[config.mk]
export PLATFORM = sky130hd
export DESIGN_NAME = lin_mode_ctrl
export DESIGN_NICKNAME = d
export VERILOG_FILES = /design/src/rtl/lin_mode_pkg.sv /design/src/rtl/lin_tick_gen.sv /design/src/rtl/lin_dom_timeout.sv /design/src/rtl/lin_wake_filter.sv /design/src/rtl/lin_mode_ctrl.sv
export SDC_FILE = /design/constraint.sdc
export NUM_CORES = 1
export LEC_CHECK = 0
export ABC_CLOCK_PERIOD_IN_PS = 2500
export BUFFER_PORTS_ARGS = -buffer_cell sky130_fd_sc_hd__buf_4
export CAP_MARGIN = 20
export CORE_AREA = 10 10 73 75
export DETAILED_ROUTE_END_ITERATION = 10
export DIE_AREA = 0 0 83 85
export SLEW_MARGIN = 20
export SYNTH_ARGS = -nofsm -noshare
export SYNTH_HDL_FRONTEND = slang
export SYNTH_SLANG_ARGS = --single-unit
[constraint.sdc]
create_clock -name clk -period 2.5 [get_ports clk]
set_clock_uncertainty 0.05 [all_clocks]
set_input_delay 0.5 -clock clk [delete_from_list [all_inputs] [get_ports clk]]
set_output_delay 0.5 -clock clk [all_outputs]
set_load 0.1 [all_outputs]
[src/rtl/lin_mode_pkg.sv]
package lin_mode_pkg;
  typedef enum logic [1:0] {
    LM_SILENT = 2'd0,
    LM_NORMAL = 2'd1,
    LM_SLEEP  = 2'd2
  } lin_mode_e;
endpackage

[src/rtl/lin_tick_gen.sv]
module lin_tick_gen #(
  parameter int TICK_DIV = 250
) (
  input  logic clk,
  input  logic rst,
  output logic tick_o
);
  localparam int CW = (TICK_DIV > 1) ? $clog2(TICK_DIV) : 1;
  localparam logic [CW-1:0] LAST = CW'(TICK_DIV - 1);

  logic [CW-1:0] cnt_q;

  always_ff @(posedge clk) begin
    if (rst) begin
      cnt_q  <= '0;
      tick_o <= 1'b0;
    end else if (cnt_q == LAST) begin
      cnt_q  <= '0;
      tick_o <= 1'b1;
    end else begin
      cnt_q  <= cnt_q + 1'b1;
      tick_o <= 1'b0;
    end
  end
endmodule

[src/rtl/lin_dom_timeout.sv]
module lin_dom_timeout #(
  parameter int DOM_TICKS = 6000,
  parameter int CLR_TICKS = 10
) (
  input  logic clk,
  input  logic rst,
  input  logic tick_i,
  input  logic arm_i,
  input  logic txd_i,
  output logic latch_o
);
  localparam int DW = $clog2(DOM_TICKS + 1);
  localparam int RW = $clog2(CLR_TICKS + 1);
  localparam logic [DW-1:0] DOM_LAST = DW'(DOM_TICKS - 1);
  localparam logic [RW-1:0] CLR_LAST = RW'(CLR_TICKS - 1);

  logic [DW-1:0] dom_cnt_q;
  logic [RW-1:0] rec_cnt_q;

  always_ff @(posedge clk) begin
    if (rst) begin
      dom_cnt_q <= '0;
      rec_cnt_q <= '0;
      latch_o   <= 1'b0;
    end else if (!latch_o) begin
      rec_cnt_q <= '0;
      if (!arm_i || txd_i) begin
        dom_cnt_q <= '0;
      end else if (tick_i) begin
        if (dom_cnt_q == DOM_LAST) begin
          latch_o   <= 1'b1;
          dom_cnt_q <= '0;
        end else begin
          dom_cnt_q <= dom_cnt_q + 1'b1;
        end
      end
    end else begin
      dom_cnt_q <= '0;
      if (!txd_i) begin
        rec_cnt_q <= '0;
      end else if (tick_i) begin
        if (rec_cnt_q == CLR_LAST) begin
          latch_o   <= 1'b0;
          rec_cnt_q <= '0;
        end else begin
          rec_cnt_q <= rec_cnt_q + 1'b1;
        end
      end
    end
  end
endmodule

[src/rtl/lin_wake_filter.sv]
module lin_wake_filter #(
  parameter int WAKE_TICKS = 32
) (
  input  logic clk,
  input  logic rst,
  input  logic tick_i,
  input  logic wake_n_i,
  output logic wake_evt_o
);
  localparam int WW = $clog2(WAKE_TICKS + 1);
  localparam logic [WW-1:0] WAKE_LAST = WW'(WAKE_TICKS - 1);
  localparam logic [WW-1:0] WAKE_FULL = WW'(WAKE_TICKS);

  logic [WW-1:0] low_cnt_q;

  always_ff @(posedge clk) begin
    if (rst) begin
      low_cnt_q  <= '0;
      wake_evt_o <= 1'b0;
    end else begin
      wake_evt_o <= 1'b0;
      if (wake_n_i) begin
        low_cnt_q <= '0;
      end else if (tick_i && low_cnt_q != WAKE_FULL) begin
        low_cnt_q <= low_cnt_q + 1'b1;
        if (low_cnt_q == WAKE_LAST) wake_evt_o <= 1'b1;
      end
    end
  end
endmodule

[src/rtl/lin_mode_ctrl.sv]
module lin_mode_ctrl
  import lin_mode_pkg::*;
#(
  parameter int TICK_DIV   = 250,
  parameter int DOM_TICKS  = 6000,
  parameter int CLR_TICKS  = 10,
  parameter int WAKE_TICKS = 32
) (
  input  logic       clk,
  input  logic       rst,
  input  logic       en_i,
  input  logic       txd_i,
  input  logic       bus_i,
  input  logic       wake_n_i,
  input  logic       wd_mode_i,
  output logic       drv_dom_o,
  output logic       rxd_o,
  output logic       reg_en_o,
  output logic       wd_dis_o,
  output logic [1:0] mode_o
);
  lin_mode_e state_q, state_d;
  logic      tick;
  logic      to_latch;
  logic      wake_evt;

  lin_tick_gen #(.TICK_DIV(TICK_DIV)) u_tick (
    .clk    (clk),
    .rst    (rst),
    .tick_o (tick)
  );

  lin_dom_timeout #(.DOM_TICKS(DOM_TICKS), .CLR_TICKS(CLR_TICKS)) u_dom (
    .clk     (clk),
    .rst     (rst),
    .tick_i  (tick),
    .arm_i   (state_q == LM_NORMAL),
    .txd_i   (txd_i),
    .latch_o (to_latch)
  );

  lin_wake_filter #(.WAKE_TICKS(WAKE_TICKS)) u_wake (
    .clk        (clk),
    .rst        (rst),
    .tick_i     (tick),
    .wake_n_i   (wake_n_i),
    .wake_evt_o (wake_evt)
  );

  always_comb begin
    state_d = state_q;
    unique case (state_q)
      LM_NORMAL: if (!en_i) state_d = txd_i ? LM_SILENT : LM_SLEEP;
      LM_SILENT: if (en_i)  state_d = LM_NORMAL;
      LM_SLEEP:  if (wake_evt) state_d = LM_SILENT;
      default:   state_d = LM_SILENT;
    endcase
  end

  always_ff @(posedge clk) begin
    if (rst) begin
      state_q   <= LM_SILENT;
      drv_dom_o <= 1'b0;
      rxd_o     <= 1'b1;
      reg_en_o  <= 1'b1;
    end else begin
      state_q   <= state_d;
      drv_dom_o <= (state_q == LM_NORMAL) && !txd_i && !to_latch;
      rxd_o     <= (state_q == LM_NORMAL) ? bus_i : 1'b1;
      reg_en_o  <= (state_q != LM_SLEEP);
    end
  end

  always_ff @(posedge clk) wd_dis_o <= wd_mode_i;

  assign mode_o = state_q;
endmodule

==> impl_metrics.toml, run 1 <==
[critical_path]
worstReg2RegStart = "u_tick.tick_o"
crit_arrival_ps = 1130
critical_path_class = "reg -> out"
required_ps = 1950
critPathTopFamily = "flip-flops"
cp_slowest_cell = "dfxtp_1"
crit_fanout = 7
r2r_cells = 4
crit_cells = 1
r2r_setup_slack_ps = 900
cp-start-kind = "register"
cp-end-kind = "output port"
crit_chain = "buf_4"
slowest_delay_ps = 490
cp_num_buf_inv = 1
r2r-end = "u_dom.dom_cnt_q[2]"

[floorplan]
dieArea_mm2 = 0.00706
ios = 13
chipHeight_um = 85
die_w_um = 83
row_count = 23
initial_core_util_pct = 43.8
core-area_mm2 = 0.00391

[yosys]
synthTopCellsByArea = "dfxtp_1, nor2_1, xor2_1"
synth_edf_count = 0
syn_inst = 179
async_flop_share_pct = 0
syn_area_mm2 = 0.00171
synthDistinctLibCells = 39
yosysTopAreaCell = "dfxtp_1"
synth_seq_cells = 40
ys.flop_type = "dfxtp_1"
yosys_warnings = 0
synth_top_cell_area_share_pct = 46.7
syn_area_per_cell_um2 = 9.58
synth_fp_nets = 191
ys_seq_area_share_pct = 46.7

[drt]
dr.first_iter.drc_count = 31
vias = 1199
ant_nets = 0
drt_pass1_iterations = 4
detail_route.wl_per_cell_um = 12.0
routed_via_density = 4.95
drc = 0
finalWirelength_um = 2910

[power_and_ir_drop]
finalPower_mw = 1.10
leakage_nw = 0.677
irDropWorstVdd_mv = 0.225
power_density_mw_per_mm2 = 579

[place]
hpwl_um = 2210
place_area_mm2 = 0.00182
io_buffers = 12
dp_cells = 235
place.gp.congestion = 0.723

[finish]
n_fill_cell = 391
stdcell_area_mm2 = 0.00190
drive_above_1_share_pct = 15.6
finalNonFillerCells = 242
nets = 204
area.growth.synth_to_final_pct = 10.7
diodes = 0

[timing]
worst_pin_slew_ps = 421
finalSetupViolations = 0
relSlewSlack_pct = 72.0
max_freq_mhz = 595
rsz0062_at_grt = "false"
finalCritPeriodShare_pct = 67.2
fin_setup_tns_ps = 0
finalCriticalPeriod_ps = 1680
slew_violations = 0
hold_viol_final = 0

[grt]
grt_antenna_before_repair = 0
grt_max_degree = 14
grt_pass1_vias = 1152
track_usage_pct = 8.59
grt_overflow = 0
grt_pass1_wl_um = 5130

[clock_network]
clk_path_buf_depth = 2
clock_sinks = 40
cts_resized = 0
htreeDepth = 2
cts_made_buffers = 5
cts_setup_buffers = 0
clk_root_buffer_cell = "clkbuf_8"
clkLatencyLatePin_ps = 280
path_clk_slew_ps = 70
cts_tree = "done"
cts_hold_buf = 0

[hold_path]
hp-start = "wd_mode_i"
hold_path_depth = 1
min_path_type = "in -> reg"
min_to = "wd_dis_o"

[run_status]
status = "complete, no violations"

[run]
cap_violations = 0
-- synthesized netlist by cell type, drive strengths merged (2+ instances only) --
library cell  instances
nand2                12
xor2                 13
o31ai                 2
nand3                 7
o21ai                 6
xnor2                 8
nor3b                 2
nor2b                 3
nor3                  2
buf                   5
nor2                 31
nor4                  3
mux2i                 2
dfxtp                40
and3                  3
or3                   3
a21oi                 7
ha                    5
inv                   7
nand4                 7
and4                  3
-- how the worst max path moves through the flow --
stage                        startpoint             endpoint  slack (ps)
after detailed placement  u_tick.tick_o   u_dom.dom_cnt_q[2]         890
after CTS                     mode_o[1]            mode_o[1]         810
after global routing      u_tick.tick_o   u_dom.dom_cnt_q[2]         730
after global placement    u_tick.tick_o   u_dom.dom_cnt_q[0]         960
final                         mode_o[1]            mode_o[1]         820
after floorplan               mode_o[0]  u_dom.dom_cnt_q[10]         630
-- area by class of cell --
class / count / area (um2) / share of cell area [%]
inverter: 7 / 26.3 / 1.38
clock inverter: 1 / 5.00 / 0.264
sequential: 40 / 801 / 42.2
timing repair buffer: 12 / 90.1 / 4.75
tap: 50 / 62.6 / 3.30
clock buffer: 6 / 72.6 / 3.82
multi-input combinational: 126 / 841 / 44.3
-- power breakdown --
part | leakage (nW) | internal (mW) | switching (mW) | total, mW
logic | 0.312 | 0.0189 | 0.0422 | 0.0611
clock network | 0.0410 | 0.189 | 0.197 | 0.386
registers | 0.324 | 0.644 | 0.00823 | 0.653
total | 0.677 | 0.853 | 0.247 | 1.10
-- placed cells by master, fill, tap and decap left out, types with 3 or more instances in the layout --
cell / n
buf_4: 12
xor2_1: 13
nor2_1: 31
inv_1: 7
clkbuf_8: 5
nor2b_1: 3
nand2_1: 10
a21oi_1: 6
ha_1: 5
or3_1: 3
xnor2_1: 8
dfxtp_1: 40
nand3_1: 6
nand4_1: 5
o21ai_0: 6
and4_1: 3
-- sequential cells by signal, indices dropped and copies added (netlist names) --
signal and count:
rxd_o 1, u_wake.wake_evt_o 1, u_dom.rec_cnt_q 4, drv_dom_o 1, u_dom.dom_cnt_q 13, u_dom.latch_o 1
u_wake.low_cnt_q 6, reg_en_o 1, wd_dis_o 1, u_tick.cnt_q 8, u_tick.tick_o 1, mode_o 2
-- layer usage --
metal  track usage (%)  wire [um]  up-vias  part of all wire [%]
li1                  -          -      628                     -
met1              9.69       1350      548                    46
met2              13.9       1390       18                    48
met3              3.63        131        5                   4.5
met4              3.72         36        0                   1.2
met5                 0          0        -                     0
-- stage by stage --
stage | setup slack, ps | util (%) | hold WS, ps
floorplan | 633 | - | 394
global placement | 963 | 46.5 | 408
detailed placement | 894 | 46.5 | 417
CTS | 806 | 48.5 | 258
global route | 725 | 48.5 | 244
finish | 819 | 48.5 | 267
-- kinds of logic (layout without fill, tap and decap cells) --
logic type | count (synthesis) | count (layout) | share of synthesized area [%]
xor+xnor | 21 | 21 | 10.7
compound gates | 16 | 16 | 6.64
simple gates | 82 | 82 | 26.9
fa+ha+maj | 5 | 5 | 3.65
mux | 2 | 2 | 1.17
flops | 40 | 40 | 46.7
buf+inv | 13 | 26 | 4.23
Power figures use the tool's default switching activity.
==> inputs of run 2 (changes only) <==
--- a/config.mk
+++ b/config.mk
@@ -5,12 +5,13 @@
 export SDC_FILE = /design/constraint.sdc
 export NUM_CORES = 1
 export LEC_CHECK = 0
-export ABC_CLOCK_PERIOD_IN_PS = 2500
+export ABC_AREA = 1
+export ABC_CLOCK_PERIOD_IN_PS = 1750
 export BUFFER_PORTS_ARGS = -buffer_cell sky130_fd_sc_hd__buf_4
 export CAP_MARGIN = 20
-export CORE_AREA = 10 10 73 75
+export CORE_AREA = 10 10 75 77
 export DETAILED_ROUTE_END_ITERATION = 10
-export DIE_AREA = 0 0 83 85
+export DIE_AREA = 0 0 85 87
 export SLEW_MARGIN = 20
 export SYNTH_ARGS = -nofsm -noshare
 export SYNTH_HDL_FRONTEND = slang
==> constraint.sdc (replaced) <==
create_clock -name clk -period 1.75 [get_ports clk]
set_clock_uncertainty 0.05 [all_clocks]
set_input_delay 0.35 -clock clk [delete_from_list [all_inputs] [get_ports clk]]
set_output_delay 0.35 -clock clk [all_outputs]
set_load 0.1 [all_outputs]
==> run 2 against run 1 <==
  * Synthesized cell count is 44% higher
  * First-iteration DRC count is 81% higher
  * Via count is 29% higher
  * Clock power is 60% higher
  * Critical path type is now reg -> reg
  * Critical endpoint is now u_dom.dom_cnt_q[12]
  * Wire length is 15% higher
  * Worst setup slack worse by 450 ps
  * Largest power group unchanged
  * Sequential power is 42% higher
  * Largest cell class unchanged
  * Sequential share of layout area is 3.6 points lower
  * Cell count is 37% higher
  * Power is 48% higher
  * Count of clock-buffer cells in the layout is 2 higher
==> impl_metrics.toml, run 2 <==
[yosys]
synth-simple-area-share_pct = 35.0
synthTopCellsByArea = "dfxtp_1, nand2_1, nor2_1"
synth_common_cells = "nand2_1, nor2_1, dfxtp_1"
syn_area_per_cell_um2 = 7.08
synthDistinctLibCells = 22
synth_top_cell_area_share_pct = 43.8
synth_seq_cells = 40
syn_inst = 258
synthXorXnorAreaFrac_pct = 3.36
synth_top_family_by_area = "simple AND/OR/NAND/NOR gates"
synth_fp_nets = 270
yosysTopAreaCell = "dfxtp_1"
synth_edf_count = 0
post-synth-top-count-cell = "nand2_1"
synth_mux_area_share_pct = 0
syn_area_mm2 = 0.00183
yosys_warnings = 0
ys.flop_type = "dfxtp_1"
async_flop_share_pct = 0
synth_compound_area_share_pct = 5.96
synth-adder-area-share_pct = 3.42
ys_seq_area_share_pct = 43.8

[floorplan]
die_w_um = 85
chipHeight_um = 87
core-area_mm2 = 0.00423
ios = 13
dieArea_mm2 = 0.00740
row_count = 24
initial_core_util_pct = 43.1

[place]
place.gp.congestion = 0.801
io_buffers = 12
hpwl_um = 2580

[critical_path]
crit_fanout = 4
crit_chain = "ha_1, nand3_1, nor2_2, nand3_1, nor3_1, nor2_1"
worstReg2RegStart = "u_dom.dom_cnt_q[0]"
r2r-end = "u_dom.dom_cnt_q[12]"
slowest_delay_ps = 380
r2r_setup_slack_ps = 370
crit_top_cell = "nand3_1"
cp_slowest_cell = "dfxtp_1"
r2r_cells = 6
critical_path_class = "reg -> reg"
required_ps = 1880
cp-end-kind = "register"
crit_arrival_ps = 1510
cp-start-kind = "register"

[hold_path]
hold_path_depth = 1
min_to = "wd_dis_o"
min_path_type = "in -> reg"
hp-start = "wd_mode_i"

[timing]
rsz0062_at_grt = "false"
finalCritPeriodShare_pct = 79.0
worst_pin_slew_ps = 383
slew_violations = 0
finalSetupViolations = 0
max_freq_mhz = 723
hold_viol_final = 0
relSlewSlack_pct = 74.2
fin_setup_tns_ps = 0
finalCriticalPeriod_ps = 1380

[run_status]
status = "complete, no violations"

[grt]
grt_max_degree = 12
grt_pass1_wl_um = 5750
grt_overflow = 0
grt_pass1_vias = 1382
track_usage_pct = 9.30
grt_antenna_before_repair = 0

[drt]
ant_nets = 0
finalWirelength_um = 3340
dr.first_iter.drc_count = 56
drt_pass1_iterations = 4
routed_via_density = 4.66
vias = 1543
wl_met2_um = 1590
top_layer = "met4"
drc = 0
wl_met1_um = 1630
dr_wl_met3_um = 78
detail_route.wl_per_cell_um = 10.1

[finish]
register_area_um2 = 801
diodes = 0
multi_input_area_um2 = 872
area.growth.synth_to_final_pct = 13.6
top_regs = "u_dom.dom_cnt_q x13, u_tick.cnt_q x8, u_wake.low_cnt_q x6"
nets = 290
n_fill_cell = 431
layout_common_cells = "nand2_1, nor2_1, dfxtp_1"
largest_reg_flops = 13
drive_above_1_share_pct = 11.5
top_register = "u_dom.dom_cnt_q"
final_common_cell = "nand2_1"
final_core_util_pct = 49.0

[clock_network]
clock_sinks = 40
clk_path_buf_depth = 2
clkLatencyLatePin_ps = 280
cts_setup_buffers = 0
cts_resized = 0
clk_root_buffer_cell = "clkbuf_8"
cts_tree = "done"
cts_hold_buf = 0
htreeDepth = 2
cts_made_buffers = 5
path_clk_slew_ps = 70

[power_and_ir_drop]
irDropWorstVdd_mv = 0.484
power_density_mw_per_mm2 = 786
finalPower_mw = 1.63
leakage_nw = 0.792

[run]
cap_violations = 0
## run 2: cell types whose count changed in the layout (fill, tap and decap cells not counted), moves of 6 or more
cell     before  now
nor3_1        2   15
nor2_1       31   50
nand2_1      10   54
xnor2_1       8    1
nand3_1       6   12
xor2_1       13    6
inv_1         7   37
## run 2: routing by layer
layer / up-vias / track usage, %
met5: - / 0
met4: 0 / 3.74
met3: 4 / 2.72
met2: 7 / 15.9
met1: 690 / 10.6
li1: 842 / -
## run 2: how the worst max path moves through the flow
| stage | start | to | slack [ps] |
|---|---|---|---|
| finish | u_dom.dom_cnt_q[0] | u_dom.dom_cnt_q[12] | 370 |
| global placement | u_wake.low_cnt_q[0] | u_wake.low_cnt_q[2] | 400 |
| floorplan | mode_o[0] | u_dom.dom_cnt_q[12] | 7 |
| detailed placement | u_dom.dom_cnt_q[0] | u_dom.dom_cnt_q[12] | 380 |
| global route | u_wake.low_cnt_q[0] | u_wake.low_cnt_q[5] | 150 |
| CTS | u_dom.dom_cnt_q[0] | u_dom.dom_cnt_q[12] | 380 |
## run 2: per-stage QoR
| stage | setup slack (ps) | cells | cell area [um2] | hold WS, ps |
|---|---|---|---|---|
| after floorplan | 7.44 | 258 | 1830 | 328 |
| after global placement | 402 | 323 | 1990 | 359 |
| after detailed placement | 384 | 323 | 1990 | 376 |
| after CTS | 379 | 331 | 2080 | 106 |
| after global routing | 150 | 331 | 2080 | 102 |
| final | 367 | 331 | 2080 | 116 |
## run 2: cell families (layout without fill, tap and decap cells)
| family | Yosys count | count (layout) |
|---|---|---|
| flops | 40 | 40 |
| simple gates | 146 | 146 |
| fa+ha+maj | 5 | 5 |
| xor+xnor | 7 | 7 |
| compound gates | 21 | 21 |
| buf+inv | 39 | 60 |
## run 2: worst max-delay path, delay by kind of cell, from the launching register on
family	cells	cell delay, ps
DFF	1	380
adders and majority gates	1	200
and+or+nand+nor	5	640
## run 2: power by group
group / leakage (nW) / internal, mW / switching [mW]
Clock: 0.0455 / 0.322 / 0.295
Combinational: 0.422 / 0.0243 / 0.0618
Sequential: 0.324 / 0.920 / 0.00725
Total: 0.792 / 1.27 / 0.364
## run 2: cell type report
class | count | area share [%]
Sequential cell | 40 | 38.6
Inverter | 38 | 6.87
Tap cell | 52 | 3.13
Timing Repair Buffer | 14 | 5.06
Clock buffer | 8 | 4.34
Multi-Input combinational cell | 179 | 42.0
